`src/rtl/argmax_pkg.sv`:
```
package argmax_pkg;
   function automatic bit is_pow2(input int v);
      return (v > 0) && ((v & (v - 1)) == 0);
   endfunction
endpackage

```
`src/rtl/argmax_tree.sv`:
```
module argmax_tree
   import argmax_pkg::*;
#(
   parameter int N_IN = 16,
   parameter int VAL_W = 16,
   localparam int IW = $clog2(N_IN),
   localparam int LEVELS = $clog2(N_IN)
)(
   input  logic                   clk,
   input  logic                   rst_n,
   input  logic                   in_valid,
   input  logic [N_IN*VAL_W-1:0]  in_vals,
   output logic                   out_valid,
   output logic [IW-1:0]          out_idx
);
   if (!is_pow2(N_IN) || N_IN < 2) begin : g_bad_n
      $error("argmax_tree: N_IN must be a power of two of at least 2");
   end

   for (genvar l = 0; l <= LEVELS; l++) begin : g_lvl
      localparam int NODES = N_IN >> l;
      logic signed [VAL_W-1:0] v  [NODES];
      logic        [IW-1:0]    ix [NODES];
      logic                    vld;
      if (l == 0) begin : g_leaf
         for (genvar j = 0; j < NODES; j++) begin : g_in
            assign v[j]  = in_vals[j*VAL_W +: VAL_W];
            assign ix[j] = IW'(j);
         end
         assign vld = in_valid;
      end else begin : g_cmp
         for (genvar j = 0; j < NODES; j++) begin : g_node
            logic take_hi;
            // strict compare: equal values keep the lower-position entry
            assign take_hi = g_lvl[l-1].v[2*j+1] > g_lvl[l-1].v[2*j];
            always_ff @(posedge clk) begin
               if (!rst_n) begin
                  v[j]  <= '0;
                  ix[j] <= '0;
               end else begin
                  v[j]  <= take_hi ? g_lvl[l-1].v[2*j+1]  : g_lvl[l-1].v[2*j];
                  ix[j] <= take_hi ? g_lvl[l-1].ix[2*j+1] : g_lvl[l-1].ix[2*j];
               end
            end
         end
         always_ff @(posedge clk) begin
            if (!rst_n) vld <= 1'b0;
            else        vld <= g_lvl[l-1].vld;
         end
      end
   end

   assign out_valid = g_lvl[LEVELS].vld;
   assign out_idx   = g_lvl[LEVELS].ix[0];
endmodule

```
`src/rtl/idx_fifo.sv`:
```
module idx_fifo
   import argmax_pkg::*;
#(
   parameter int DEPTH = 64,
   parameter int DATA_W = 4,
   localparam int PW = $clog2(DEPTH),
   localparam int CW = $clog2(DEPTH + 1)
)(
   input  logic              clk,
   input  logic              rst_n,
   input  logic              wr_en,
   input  logic [DATA_W-1:0] wr_data,
   input  logic              rd_en,
   output logic [DATA_W-1:0] head,
   output logic              empty,
   output logic              full,
   output logic [CW-1:0]     count,
   output logic              overflow
);
   if (!is_pow2(DEPTH) || DEPTH < 2) begin : g_bad_depth
      $error("idx_fifo: DEPTH must be a power of two of at least 2");
   end

   logic [DATA_W-1:0] mem [DEPTH];
   logic [PW-1:0]     wr_ptr, rd_ptr;
   logic              push, pop;

   assign empty = (count == '0);
   assign full  = (count == CW'(DEPTH));
   assign push  = wr_en && !full;
   assign pop   = rd_en && !empty;
   assign head  = mem[rd_ptr];

   always_ff @(posedge clk) begin
      if (push) mem[wr_ptr] <= wr_data;
   end

   always_ff @(posedge clk) begin
      if (!rst_n) begin
         wr_ptr   <= '0;
         rd_ptr   <= '0;
         count    <= '0;
         overflow <= 1'b0;
      end else begin
         if (push) wr_ptr <= wr_ptr + PW'(1);
         if (pop)  rd_ptr <= rd_ptr + PW'(1);
         case ({push, pop})
            2'b10:   count <= count + CW'(1);
            2'b01:   count <= count - CW'(1);
            default: count <= count;
         endcase
         if (wr_en && full) overflow <= 1'b1;
      end
   end

   // a write without a read adds exactly one entry
   a_r4_count_up: assert property (@(posedge clk) disable iff (!rst_n)
      (push && !pop) |=> (count == $past(count) + CW'(1)));
   // a write into a full buffer without a read leaves it full
   a_r8_full_holds: assert property (@(posedge clk) disable iff (!rst_n)
      (wr_en && full && !rd_en) |=> full);
   // the drop flag never clears outside reset
   a_r8_overflow_sticky: assert property (@(posedge clk) disable iff (!rst_n)
      overflow |=> overflow);
   // held count never exceeds the depth
   a_r8_count_bound: assert property (@(posedge clk) disable iff (!rst_n)
      count <= CW'(DEPTH));
endmodule

```
`src/rtl/stream_emitter.sv`:
```
module stream_emitter #(
   parameter int IDX_W = 4,
   parameter int TDATA_W = 32,
   parameter int BATCH_W = 16,
   localparam int EW = BATCH_W + 1
)(
   input  logic               clk,
   input  logic               rst_n,
   input  logic [BATCH_W-1:0] batch_len,
   input  logic               src_empty,
   input  logic [IDX_W-1:0]   src_head,
   output logic               src_pop,
   output logic               tvalid,
   input  logic               tready,
   output logic [TDATA_W-1:0] tdata,
   output logic               tlast
);
   if (TDATA_W <= IDX_W) begin : g_bad_w
      $error("stream_emitter: TDATA_W must exceed IDX_W");
   end

   logic [BATCH_W-1:0] beat_cnt;
   logic               fire;

   assign tvalid  = !src_empty;
   assign tdata   = {{(TDATA_W-IDX_W){1'b0}}, src_head};
   assign tlast   = (EW'(beat_cnt) + EW'(1)) >= EW'(batch_len);
   assign fire    = tvalid && tready;
   assign src_pop = fire;

   always_ff @(posedge clk) begin
      if (!rst_n)      beat_cnt <= '0;
      else if (fire)   beat_cnt <= tlast ? '0 : beat_cnt + BATCH_W'(1);
   end

   // a stalled beat keeps its valid and its payload
   a_r5_hold_beat: assert property (@(posedge clk) disable iff (!rst_n)
      (tvalid && !tready) |=> (tvalid && $stable(tdata)));
   // the beat count restarts after a batch-closing beat
   a_r6_batch_wrap: assert property (@(posedge clk) disable iff (!rst_n)
      (fire && tlast) |=> (beat_cnt == '0));
endmodule

```
`src/rtl/argmax_stream_out.sv`:
```
module argmax_stream_out
   import argmax_pkg::*;
#(
   parameter int N_SCORES = 16,
   parameter int SCORE_W = 16,
   parameter int FIFO_DEPTH = 64,
   parameter int BATCH_W = 16,
   parameter int TDATA_W = 32,
   localparam int IDX_W = $clog2(N_SCORES),
   localparam int CNT_W = $clog2(FIFO_DEPTH + 1)
)(
   input  logic                        clk,
   input  logic                        rst_n,
   input  logic [BATCH_W-1:0]          batch_len,
   input  logic                        score_valid,
   input  logic [N_SCORES*SCORE_W-1:0] scores,
   output logic                        space_ok,
   output logic                        overflow,
   output logic                        m_tvalid,
   input  logic                        m_tready,
   output logic [TDATA_W-1:0]          m_tdata,
   output logic                        m_tlast
);
   if (BATCH_W >= 32 || BATCH_W < 1) begin : g_bad_batch
      $error("argmax_stream_out: BATCH_W must lie in 1..31");
   end

   logic             res_valid;
   logic [IDX_W-1:0] res_idx;
   logic [IDX_W-1:0] q_head;
   logic             q_empty, q_full, q_pop;
   logic [CNT_W-1:0] q_count;
   logic [31:0]      free_slots;

   argmax_tree #(.N_IN(N_SCORES), .VAL_W(SCORE_W)) u_tree (
      .clk       (clk),
      .rst_n     (rst_n),
      .in_valid  (score_valid),
      .in_vals   (scores),
      .out_valid (res_valid),
      .out_idx   (res_idx)
   );

   idx_fifo #(.DEPTH(FIFO_DEPTH), .DATA_W(IDX_W)) u_fifo (
      .clk      (clk),
      .rst_n    (rst_n),
      .wr_en    (res_valid),
      .wr_data  (res_idx),
      .rd_en    (q_pop),
      .head     (q_head),
      .empty    (q_empty),
      .full     (q_full),
      .count    (q_count),
      .overflow (overflow)
   );

   stream_emitter #(.IDX_W(IDX_W), .TDATA_W(TDATA_W), .BATCH_W(BATCH_W)) u_emit (
      .clk       (clk),
      .rst_n     (rst_n),
      .batch_len (batch_len),
      .src_empty (q_empty),
      .src_head  (q_head),
      .src_pop   (q_pop),
      .tvalid    (m_tvalid),
      .tready    (m_tready),
      .tdata     (m_tdata),
      .tlast     (m_tlast)
   );

   assign free_slots = 32'(FIFO_DEPTH) - 32'(q_count);
   assign space_ok   = free_slots >= 32'(batch_len);

   // stream valid only ever follows a non-empty buffer; full buffer implies valid
   a_r9_full_means_valid: assert property (@(posedge clk) disable iff (!rst_n)
      q_full |-> m_tvalid);
endmodule

```
`config.mk`:
```
export PLATFORM = sky130hd
export DESIGN_NAME = argmax_stream_out
export DESIGN_NICKNAME = d
export VERILOG_FILES = /design/src/rtl/argmax_pkg.sv /design/src/rtl/argmax_tree.sv /design/src/rtl/idx_fifo.sv /design/src/rtl/stream_emitter.sv /design/src/rtl/argmax_stream_out.sv
export SDC_FILE = /design/constraint.sdc
export NUM_CORES = 1
export LEC_CHECK = 0
export BUFFER_PORTS_ARGS = -buffer_cell sky130_fd_sc_hd__buf_2
export CAP_MARGIN = 5
export CELL_PAD_IN_SITES_DETAIL_PLACEMENT = 1
export CELL_PAD_IN_SITES_GLOBAL_PLACEMENT = 1
export CORE_ASPECT_RATIO = 1.2
export CORE_UTILIZATION = 41
export CTS_CLUSTER_SIZE = 30
export DETAILED_ROUTE_END_ITERATION = 10
export PLACE_DENSITY_LB_ADDON = 0.08
export SYNTH_ARGS = -nofsm -noshare
export SYNTH_HDL_FRONTEND = slang
export SYNTH_SLANG_ARGS = --single-unit
```
`constraint.sdc`:
```
create_clock -name clk -period 5.7 [get_ports clk]
set_input_delay 1.71 -clock clk [delete_from_list [all_inputs] [get_ports clk]]
set_output_delay 1.71 -clock clk [all_outputs]
set_load 0.1 [all_outputs]
```
==> results of run 1 <==
## metal layers
layer,global-route usage,wire length [um],vias to the layer above
li1,-,-,10200
met1,0.234,30400,10100
met2,0.408,41800,278
met3,0.0264,1900,122
met4,0.0583,1910,0
met5,0,0,-
## metrics by stage
step | hold WS [ps] | power [mW]
floorplan | 404 | 7.18
global placement | 411 | 7.94
detailed placement | 420 | 8.07
CTS | 428 | 12.0
global route | 449 | 12.5
finish | 427 | 11.8
## cell usage after synthesis, types with 5 or more instances
master	instances	area, um2
ha_1	282	3530
a21oi_1	117	586
buf_6	6	67.6
xnor2_1	14	123
buf_4	36	270
and4_1	7	61.3
a31oi_1	7	43.8
o21ai_0	35	175
or4_1	17	128
o211ai_1	32	240
nor2b_1	19	119
nand4_1	62	388
nand2_1	562	2110
a2111oi_0	11	96.3
and3_1	12	75.1
or2_2	10	62.6
inv_1	284	1070
edfxtp_1	256	7690
or3_1	11	68.8
mux4_2	80	1800
dfxtp_1	301	6030
and2_1	13	81.3
buf_1	8	30.0
nand2b_1	5	31.3
nor2_1	113	424
nor4_1	7	43.8
mux2i_1	240	2400
a21o_1	28	210
a211o_1	7	61.3
o21bai_1	9	67.6
a211oi_1	5	37.5
nor3_1	9	45.0
buf_2	25	125
xor2_1	15	131
clkbuf_1	72	270
nand3_1	16	80.1
## worst max-delay path, cell delays in order, from the launching register on
cell	delay [ps]
dfxtp_1	410
ha_1	310
nand3_1	130
nor2_1	320
and3_1	220
xor2_1	190
ha_1	270
and4_1	200
and3_1	170
o2111ai_1	170
o211ai_1	130
or2_2	390
buf_12	190
## layout make-up
cell class / count / area, um2 / share of cell area
clock buffer: 87 / 1770 / 0.0527
sequential: 557 / 13700 / 0.409
clock inverter: 22 / 241 / 0.00720
tap: 926 / 1160 / 0.0346
timing repair buffer: 312 / 1700 / 0.0506
inverter: 286 / 1070 / 0.0320
multi-input combinational: 1832 / 13900 / 0.414
## worst paths after layout
check	startpoint	end	slack (ps)	cells past startpoint
max	u_emit.beat_cnt[0]	m_tlast	260	12
min	u_tree.g_lvl[3].ix[1][3]	u_tree.g_lvl[4].ix[0][3]	430	2
max reg2reg	u_fifo.count[0]	u_fifo.count[6]	1680	14
min reg2reg	u_tree.g_lvl[3].ix[1][3]	u_tree.g_lvl[4].ix[0][3]	430	2
## sequential cells by signal, indices dropped and copies added, names as in the netlist, named ones only
name,flops
u_tree.g_lvl.ix,31
u_tree.g_lvl.v,224
u_tree.out_valid,1
u_fifo.mem,256
u_tree.g_lvl.vld,3
u_fifo.rd_ptr,6
u_fifo.overflow,1
u_fifo.wr_ptr,6
u_emit.beat_cnt,16
u_fifo.count,7
## where the power goes
part           internal (mW)  switching (mW)
Combinational           1.26            1.91
Clock                   2.32            1.58
Sequential              4.55           0.225
Total                   8.13            3.71
## layout by cell type, fill, tap and decap left out, types with 9 or more instances in the layout
cell type / n
a2111oi_0: 11
a21o_1: 28
a21oi_1: 117
and2_1: 13
and3_1: 12
buf_2: 281
buf_4: 26
clkbuf_1: 13
clkbuf_16: 62
clkbuf_8: 12
clkinv_2: 12
conb_1: 28
dfxtp_1: 299
edfxtp_1: 256
ha_1: 282
inv_1: 284
mux2i_1: 240
mux4_2: 80
nand2_1: 562
nand3_1: 16
nand4_1: 62
nor2_1: 113
nor2b_1: 19
o211ai_1: 32
o21ai_0: 35
o21bai_1: 9
or2_2: 10
or3_1: 11
or4_1: 17
xnor2_1: 14
xor2_1: 15
## cell families (layout without fill, tap and decap cells)
family / count (synthesis) / count (layout)
and+or+nand+nor: 884 / 884
buffers and inverters: 433 / 707
adders and majority gates: 283 / 283
AOI/OAI and AO/OA: 283 / 283
DFF: 557 / 557
muxes: 325 / 325
other: 1 / 28
xor gates and xnor gates: 29 / 29
==> implementation parameters, run 1 <==
Parameter                              Value

STA
  Sum of negative setup slack    0 ps
  Worst slew margin    0.212
  Slew @ Worst Pin    1180 ps
  Maximum frequency from static timing analysis    0.184 GHz
  Unrepaired setup endpoints after global routing    no
  Final worst-path setup slack    264 ps
  Count of endpoints failing hold in the final timing report    0
  Final worst path period need    5440 ps
  Slew Viols, Final    0
  Number of failing setup endpoints in the final timing report    0
  Tcrit/Tclk final    0.954
  Fin Clk Skew    about 14 ps

Die
  Horizontal extent of the die    246 um
  Initial core utilization    0.414
  Vertical die dimension    roughly 300 um
  Cell Rows    107
  DIE AREA    72600 um2
  Number of top-level design ports    312
  Core area    70800 um2

Hold path
  Kind of path behind the tightest hold check    reg2reg

Final layout
  Ant diodes    0
  Final std cell area, no fill    between 30000 and 40000 um2
  Share of final-layout standard cells stronger than drive strength 1    0.166
  Fill cells    7817
  Final net count    3606
  Cell Count, Final, Fillers Out    4022
  Final core utilization    0.473
  Layout overhead on the synthesized area    14.4%

Synth
  Number of unique standard cell types used by synthesis    68
  Synthesized flop and latch total    557
  Number of warning messages in the yosys log    0
  Fraction of registers with async set or reset after synthesis    0
  Share of the yosys chip area belonging to registers    0.468
  Synth Area in Adders    0.121
  Number of enable-type register cells in the synthesized netlist    between 200 and 300
  Post-synthesis share of cell area spent on xor and xnor gates    0.00867
  Number of cells produced by synthesis    2795
  Combinational family with the most area after synthesis    multiplexers
  Share of cell area taken by muxes after synthesis    0.146
  Main flop type after synthesis    dfxtp_1
  Post-Syn Area per Cell    10.5 um2
  Area fraction in compound gates after synthesis    0.0609
  Share of synthesized cell area in and, or, nand and nor gates    0.133
  Cell area after technology mapping    29300 um2

Setup path
  Critical path arrival    3730 ps
  Start-to-end type of the worst setup path    reg2out
  CP Capture Type    primary output
  Kind of start point of the critical path    flop
  Max Fanout on Critical Path    6
  Data required time of the critical path    3990 ps

Clock network
  Clock insertion delay at the later pin of the skew report    approximately 620 ps
  Cts bufs inserted    slightly below 60
  CTS tree    yes
  Number of buffers added to fix hold violations after cts    0
  Number of setup buffers added after CTS    0
  Maximum clock path buffer count    3
  Clock tree root buffer cell    clkbuf_16
  CTS H-Tree Depth    2
  Post-CTS Resized    0
  Clock transition time at the flip-flop clock pins of the worst setup and hold paths    60 ps
  CTS sink cnt    557

Place
  Total instance count after detailed placement    about 3900
  Half-perimeter wire length after detailed placement    58.0 mm
  Post-placement setup slack    414 ps
  Count of buffers inserted at the top-level ports    approximately 280
  Final estimated routing congestion in global placement    between 0.7 and 0.8
  Cell area after placement    31500 um2

Detailed routing
  Number of nets still failing antenna checks after routing    0
  WL/cell    18.9 um
  Total routed wirelength    76.0 mm
  Drt first-iter violations    680
  DRC    0
  Router iterations before antenna repair    4
  Total via count after detailed routing    20800
  Vias per inst    5.16

GRT
  Via count of the first global-routing pass    22300
  Remaining global-route overflow    0
  Total GRT Usage    0.210
  Initial antenna violation count    0
  Maximum number of pins on one net before global-route repair    142
  Wire length of the first global-routing pass    119 mm

Power and ir drop
  Static Leak    14.5 nW
  Worst ir drop on vdd    0.000289 V
  PD cells    approximately 350 nW/um2

Run status
  Run status    complete, no violations

Job
  Max-cap viol count    0
No activity file was read; power rests on OpenSTA's default activity.
==> inputs of run 2 (changes only) <==
CTS_CLUSTER_DIAMETER = 200   (was unset)
RECOVER_POWER = 100   (was unset)
==> run 2 against run 1 <==
Clock skew up 17 ps. Combinational power about the same. Cell area shrank 4.4%. Worst hold slack better by 12 ps. Clock-buffer cell count down 53. Sequential share of layout area rose by 1.9 points. Non-clock buffer count unchanged. Clock power fell by 50%. Wire length is 1.5% lower. The run now ends with max-capacitance violations, max-slew violations left. Flip-flop and latch count unchanged. Via count is 1.4% lower. First-iteration DRC count down 10%. Largest power group unchanged. Highest routed layer unchanged.
==> implementation parameters, run 2 (synthesis results as in run 1) <==
Parameter                              Value

Run status
  Run status    finished, violations left
  Failing checks    max-capacitance violations, max-slew violations

Hold path
  Sink of the worst hold path    u_tree.g_lvl[3].ix[0][2]
  Hold Path Origin    u_tree.g_lvl[2].ix[1][2]
  Kind of path behind the tightest hold check    reg2reg
  Min-Delay Path Depth    2 (unchanged)

Final layout
  Biggest registers after layout    u_fifo.mem x256, u_tree.g_lvl.v x224, u_tree.g_lvl.ix x31
  Fill cells    7897 (+1.0%)
  Share of final-layout standard cells stronger than drive strength 1    0.142 (-0.0247)
  Final core utilization    0.453 (-0.0208)
  Cell Count, Final, Fillers Out    3948 (-1.8%)
  Layout overhead on the synthesized area    9.36%
  Leading cell types in the layout, fill and taps excluded    562 x nand2_1, 299 x dfxtp_1, 284 x inv_1
  Top register by number of flip-flops    u_fifo.mem
  Sequential cell area    13700 um2 (unchanged)
  Commonest non-fill, non-tap cell in the layout    nand2_1
  Final net count    3570 (-1.0%)
  Ant diodes    0 (unchanged)
  Multi-input combinational cell area    13800 um2 (-0.14%)
  Largest register FFs    256 (unchanged)

STA
  Count of endpoints failing hold in the final timing report    0 (unchanged)
  Number of failing setup endpoints in the final timing report    0 (unchanged)
  Unrepaired setup endpoints after global routing    no
  Fin Clk Skew    30.9 ps (+16.7 ps)
  Tcrit/Tclk final    0.950 (-0.00350)
  Sum of negative setup slack    0 ps (unchanged)
  Final worst path period need    5420 ps (-20.0 ps)
  Worst slew margin    -1.22 (-1.43)
  Slew @ Worst Pin    3300 ps (+2120 ps)
  Maximum frequency from static timing analysis    0.185 GHz (+0.37%)
  Final worst-path setup slack    284 ps (+20.0 ps)
  Slew Viols, Final    583 (+583)

GRT
  Via count of the first global-routing pass    21800 (-2.2%)
  Total GRT Usage    0.205 (-0.00486)
  Remaining global-route overflow    0 (unchanged)
  Maximum number of pins on one net before global-route repair    142 (unchanged)
  Wire length of the first global-routing pass    117 mm (-1.8%)
  Initial antenna violation count    0 (unchanged)

Place
  Count of buffers inserted at the top-level ports    283 (unchanged)
  Total instance count after detailed placement    3913 (unchanged)
  Final estimated routing congestion in global placement    0.796 (unchanged)
  Post-placement setup slack    414 ps (unchanged)
  Half-perimeter wire length after detailed placement    58.0 mm (unchanged)

Detailed routing
  Total via count after detailed routing    20500 (-1.4%)
  Total routed wirelength    74.9 mm (-1.5%)
  DRC    0 (unchanged)
  Vias per inst    5.19 (+0.50%)
  Router iterations before antenna repair    4 (unchanged)
  Drt first-iter violations    612 (-10%)
  Number of nets still failing antenna checks after routing    0 (unchanged)
  WL/cell    19.0 um (+0.39%)

Setup path
  Kind of start point of the critical path    flop
  Highest cell delay on the worst timing path    420 ps (about the same)
  Path depth of the worst reg2reg path    8 (-6)
  Register-to-register setup slack    630 ps (-1050 ps)
  Worst path slowest cell    dfxtp_1
  Critical path arrival    3710 ps (-20 ps)
  Data required time of the critical path    3990 ps (about the same)
  Start-to-end type of the worst setup path    reg2out
  Buffers plus inverters on the worst setup path    1 (unchanged)
  Ordered cell list for the critical path    ha_1 -> nand3_1 -> nor2_1 -> and3_1 -> xor2_1 -> ha_1 -> and4_1 -> and3_1 -> o2111ai_1 -> o211ai_1 -> or2_2 -> buf_12
  Family with the most delay on the worst path    simple AND/OR/NAND/NOR gates
  Crit Reg-Reg Startpoint    u_tree.g_lvl[2].v[2][9]
  Max Fanout on Critical Path    6 (unchanged)
  CP Capture Type    primary output
  Terminus of the critical flop-to-flop path    u_tree.g_lvl[3].v[1][6]

Clock network
  Number of buffers added to fix hold violations after cts    0 (unchanged)
  Number of setup buffers added after CTS    0 (unchanged)
  Clock tree root buffer cell    clkbuf_16
  Cts bufs inserted    22 (-62%)
  Post-CTS Resized    0 (unchanged)
  CTS H-Tree Depth    1 (-1)
  Maximum clock path buffer count    3 (unchanged)
  CTS tree    yes
  Clock insertion delay at the later pin of the skew report    580 ps (-40 ps)
  Clock transition time at the flip-flop clock pins of the worst setup and hold paths    130 ps (+70 ps)
  CTS sink cnt    557 (unchanged)

Power and ir drop
  PD cells    309 nW/um2 (-13%)
  Worst ir drop on vdd    0.000230 V (-20%)
  Static Leak    13.8 nW (-5.2%)

Die
  Core area    70800 um2 (unchanged)
  Number of top-level design ports    312 (unchanged)
  Horizontal extent of the die    246 um (unchanged)
  Cell Rows    107 (unchanged)
  DIE AREA    72600 um2 (unchanged)
  Vertical die dimension    295 um (unchanged)
  Initial core utilization    0.414 (unchanged)

Job
  Max-cap viol count    9 (+9)
[run 2: per-stage QoR]
stage               power (mW)  area [um2]  hold slack [ps]
floorplan                 7.18       29400              404
global placement          7.94       31500              411
detailed placement        8.07       31500              420
CTS                       10.0       32100              448
global route              10.5       32000              461
finish                    9.89       32000              439
[run 2: cell type report]
type / count / area share
multi-input cells: 1832 / 0.432
repair buffers: 312 / 0.0504
flip-flops and latches: 557 / 0.428
inverters: 286 / 0.0335
clock inverters: 1 / 0.000508
clock buffers: 34 / 0.0192
well taps: 926 / 0.0362
[run 2: tightest hold or removal path: stages (launching register included)]
cell and delay, ps:
dfxtp_1 310, nand2_1 60, nor2_1 40
[run 2: power by group]
group / internal (mW) / switching (mW)
logic: 1.25 / 1.90
registers: 4.56 / 0.224
clock network: 0.764 / 1.19
[run 2: per-layer routing]
| metal | track usage | part of all wire | wire length, um |
|---|---|---|---|
| met5 | 0 | 0 | 0 |
| met4 | 0.0486 | 0.022 | 1640 |
| met3 | 0.0164 | 0.021 | 1550 |
| met2 | 0.403 | 0.55 | 41200 |
| met1 | 0.234 | 0.41 | 30500 |
[run 2: worst max-delay path by stage]
stage,end,startpoint,slack (ps),cells past startpoint
finish,m_tlast,u_emit.beat_cnt[0],280,12
CTS,m_tlast,u_emit.beat_cnt[0],210,12
global route,m_tlast,u_emit.beat_cnt[0],10,12
global placement,m_tlast,batch_len[2],430,9
detailed placement,m_tlast,batch_len[2],410,9
floorplan,m_tlast,batch_len[2],180,8
==> inputs of run 3 (changes only) <==
--- a/config.mk
+++ b/config.mk
@@ -7,2 +7,3 @@
 export LEC_CHECK = 0
+export ABC_AREA = 1
 export BUFFER_PORTS_ARGS = -buffer_cell sky130_fd_sc_hd__buf_2
==> constraint.sdc (replaced) <==
create_clock -name clk -period 5.7 [get_ports clk]
set_input_delay 0.855 -clock clk [delete_from_list [all_inputs] [get_ports clk]]
set_output_delay 0.855 -clock clk [all_outputs]
set_load 0.1 [all_outputs]
==> run 3 against run 2 <==
The flow still finishes with violations (max-capacitance violations, max-slew violations). Largest cell class unchanged. Flip-flop and latch count unchanged. Clock power up 2%. Worst setup slack better by 490 ps. Cell area up 7.4%. Worst hold slack worse by 15 ps. Register-to-register slack better by 1400 ps. Combinational power up 59%. Global-route usage up 1.5 points. Critical path depth down 2.
==> implementation parameters, run 3 <==
Parameter                              Value

Clock network
  CTS tree    yes
  CTS H-Tree Depth    1 (unchanged)
  Number of setup buffers added after CTS    0 (unchanged)
  CTS sink cnt    557 (unchanged)
  Clock transition time at the flip-flop clock pins of the worst setup and hold paths    120 ps (about the same)
  Clock insertion delay at the later pin of the skew report    610 ps (+30 ps)
  Post-CTS Resized    0 (unchanged)
  Cts bufs inserted    22 (unchanged)
  Number of buffers added to fix hold violations after cts    0 (unchanged)
  Clock tree root buffer cell    clkbuf_16
  Maximum clock path buffer count    3 (unchanged)

Detailed routing
  Router iterations before antenna repair    5 (+1)
  WL/cell    16.3 um (-14%)
  Total routed wirelength    87.5 mm (+17%)
  Vias per inst    4.97 (-4.3%)
  DRC    0 (unchanged)
  Number of nets still failing antenna checks after routing    0 (unchanged)
  Drt first-iter violations    1057 (+73%)
  Total via count after detailed routing    26700 (+30%)

Power and ir drop
  Clock network fraction of design power    0.165 (-0.033)
  Power share of the sequential group    0.417 (-0.067)
  Worst ir drop on vdd    0.000234 V (+1.7%)
  P_sw    4.93 mW (+49%)
  Fraction of power spent switching nets    0.410 (+0.0756)
  PD cells    349 nW/um2 (+13%)
  Internal power    7.08 mW (+7.7%)
  Static Leak    17.8 nW (+29%)
  Combinational share of power    0.418 (+0.099)

Synth
  Most repeated cell in the gate-level netlist after synthesis    nand2_1
  Number of enable-type register cells in the synthesized netlist    256 (unchanged)
  Post-synth top cells    864 x nand2_1, 782 x inv_1, 635 x nor2_1, 301 x dfxtp_1, 282 x ha_1
  Post-synth top area share    0.241 (-0.0216)
  Post-Syn Area per Cell    7.66 um2 (-27%)
  Main flop type after synthesis    dfxtp_1
  Ranking of synthesized cells by area    edfxtp_1 24%, dfxtp_1 19%, ha_1 11%, nand2_1 10%, inv_1 9.2%
  Number of unique standard cell types used by synthesis    44 (-35%)
  Synthesized flop and latch total    557 (unchanged)
  Number of warning messages in the yosys log    0 (unchanged)
  Number of cells produced by synthesis    4171 (+49%)
  Share of the yosys chip area belonging to registers    0.429 (-0.0386)
  Fraction of registers with async set or reset after synthesis    0 (unchanged)
  Cell type with the largest total area after synthesis    edfxtp_1
  Cell area after technology mapping    31900 um2 (+9.0%)

Die
  Core area    76800 um2 (+8.4%)
  Horizontal extent of the die    257 um (+4.4%)
  DIE AREA    79000 um2 (+8.9%)
  Initial core utilization    0.416 (+0.00209)
  Cell Rows    111 (+3.7%)
  Number of top-level design ports    312 (unchanged)
  Vertical die dimension    308 um (+4.4%)

Setup path
  Data required time of the critical path    4850 ps (+860 ps)
  Start-to-end type of the worst setup path    reg2out
  Critical path arrival    4070 ps (+360 ps)
  Max Fanout on Critical Path    64 (+58)
  CP Capture Type    primary output
  Kind of start point of the critical path    flop

Run status
  Run status    finished, violations left
  Failing checks    max-capacitance violations, max-slew violations

Final layout
  Fill cells    9703 (+23%)
  Top register by number of flip-flops    u_fifo.mem
  Share of final-layout standard cells stronger than drive strength 1    0.0857 (-0.0560)
  Ant diodes    0 (unchanged)
  Biggest registers after layout    u_fifo.mem x256, u_tree.g_lvl.v x224, u_tree.g_lvl.ix x31
  Leading cell types in the layout, fill and taps excluded    868 x nand2_1, 784 x inv_1, 644 x nor2_1
  Final std cell area, no fill    34400 um2 (+7.4%)
  Final core utilization    0.448 (-0.00455)
  Layout overhead on the synthesized area    7.72%
  Final net count    4900 (+37%)
  Commonest non-fill, non-tap cell in the layout    nand2_1
  Largest register FFs    256 (unchanged)

GRT
  Remaining global-route overflow    0 (unchanged)
  Total GRT Usage    0.220 (+0.0152)
  Via count of the first global-routing pass    27400 (+26%)
  Initial antenna violation count    0 (unchanged)
  Maximum number of pins on one net before global-route repair    94 (-34%)
  Wire length of the first global-routing pass    141 mm (+21%)

STA
  Slew Viols, Final    446 (-23%)
  Final worst path period need    4920 ps (-495 ps)
  Unrepaired setup endpoints after global routing    no
  Maximum frequency from static timing analysis    0.203 GHz (+10%)
  Worst slew margin    -1.60 (-0.384)
  Tcrit/Tclk final    0.863 (-0.0868)
  Count of endpoints failing hold in the final timing report    0 (unchanged)
  Number of failing setup endpoints in the final timing report    0 (unchanged)
  Slew @ Worst Pin    3900 ps (+602 ps)
  Sum of negative setup slack    0 ps (unchanged)
  Fin Clk Skew    44.4 ps (+13.5 ps)

Hold path
  Kind of path behind the tightest hold check    reg2reg

Place
  Count of buffers inserted at the top-level ports    283 (unchanged)
  Half-perimeter wire length after detailed placement    65.0 mm (+12%)
  Cell area after placement    33900 um2 (+7.7%)
  Final estimated routing congestion in global placement    0.831 (+4.5%)

Job
  Max-cap viol count    7 (-2)
## run 3: cell types whose count changed after synthesis, sizes merged, moves of 17 or more
| cell | previous run | this run |
|---|---|---|
| nor3 | 11 | 28 |
| nand2 | 563 | 889 |
| o22ai | 0 | 64 |
| mux4 | 80 | 0 |
| nand4 | 62 | 254 |
| nor2 | 113 | 652 |
| inv | 285 | 798 |
| or4 | 17 | 0 |
| nor2b | 19 | 0 |
| nand3 | 16 | 127 |
| buf | 75 | 101 |
| o211ai | 32 | 0 |
| mux2i | 241 | 0 |
| o21ai | 39 | 160 |
## run 3: final timing paths
check / from / to / slack (ps) / cells past startpoint
setup / recovery: flop / m_tdata[2] / 780 / 10
hold / removal: u_tree.g_lvl[3].vld / u_tree.out_valid / 420 / 2
setup reg to reg: u_fifo.count[0] / u_fifo.count[6] / 2040 / 19
hold reg to reg: u_tree.g_lvl[3].vld / u_tree.out_valid / 420 / 2
## run 3: critical path, cell delays in order (launching register included)
cell      delay [ps]
dfxtp_2          520
inv_2            890
o21ai_0          260
o22ai_1          180
nand2_1           90
nand2_1           80
nand2_1           70
nand3_1          220
nand3_1          100
nand2_1           80
clkbuf_1         920
## run 3: stage by stage
stage | worst slack (ps) | hold WS [ps] | total power [mW] | std cells
4_1_cts | 1190 | 428 | 12.2 | 5371
5_1_grt | 417 | 435 | 13.0 | 5371
2_1_floorplan | 430 | 390 | 8.86 | 4198
6_report | 778 | 424 | 12.0 | 5371
3_3_place_gp | 1920 | 407 | 10.1 | 5334
3_5_place_dp | 1890 | 405 | 10.2 | 5334
## run 3: area by class of cell
cell class | count | area [um2] | share of cell area
multi-input cells | 2666 | 14300 | 0.415
flip-flops and latches | 557 | 13700 | 0.399
inverters | 798 | 3000 | 0.0871
repair buffers | 296 | 1490 | 0.0432
well taps | 1017 | 1270 | 0.0370
clock buffers | 36 | 624 | 0.0181
clock inverters | 1 | 16.3 | 0.000473
## run 3: power by group through the flow
| stage | Clock [mW] | Combinational [mW] | Sequential [mW] |
|---|---|---|---|
| 5_1_grt | 2.18 | 5.78 | 5.06 |
| 3_5_place_dp | 0 | 5.12 | 5.08 |
| 2_1_floorplan | 0 | 3.89 | 4.97 |
| 4_1_cts | 2.06 | 5.15 | 5.00 |
| 6_report | 1.99 | 5.02 | 5.01 |
| 3_3_place_gp | 0 | 5.00 | 5.08 |
## run 3: layer usage
metal	global-route usage	vias to the layer above	part of all wire
li1	-	13600	-
met1	0.271	12700	0.44
met2	0.416	357	0.52
met3	0.0161	83	0.023
met4	0.0454	0	0.018
met5	0	-	0
## run 3: cells by family (layout without fill, tap and decap cells)
logic type / Yosys count / after routing / synth area share
fa+ha+maj: 283 / 283 / 0.111
buf+inv: 975 / 1131 / 0.122
compound gates: 378 / 378 / 0.0638
simple gates: 1957 / 1957 / 0.268
xor+xnor: 20 / 20 / 0.00548
flops: 557 / 557 / 0.429
other cells: 1 / 28 / 0.000117
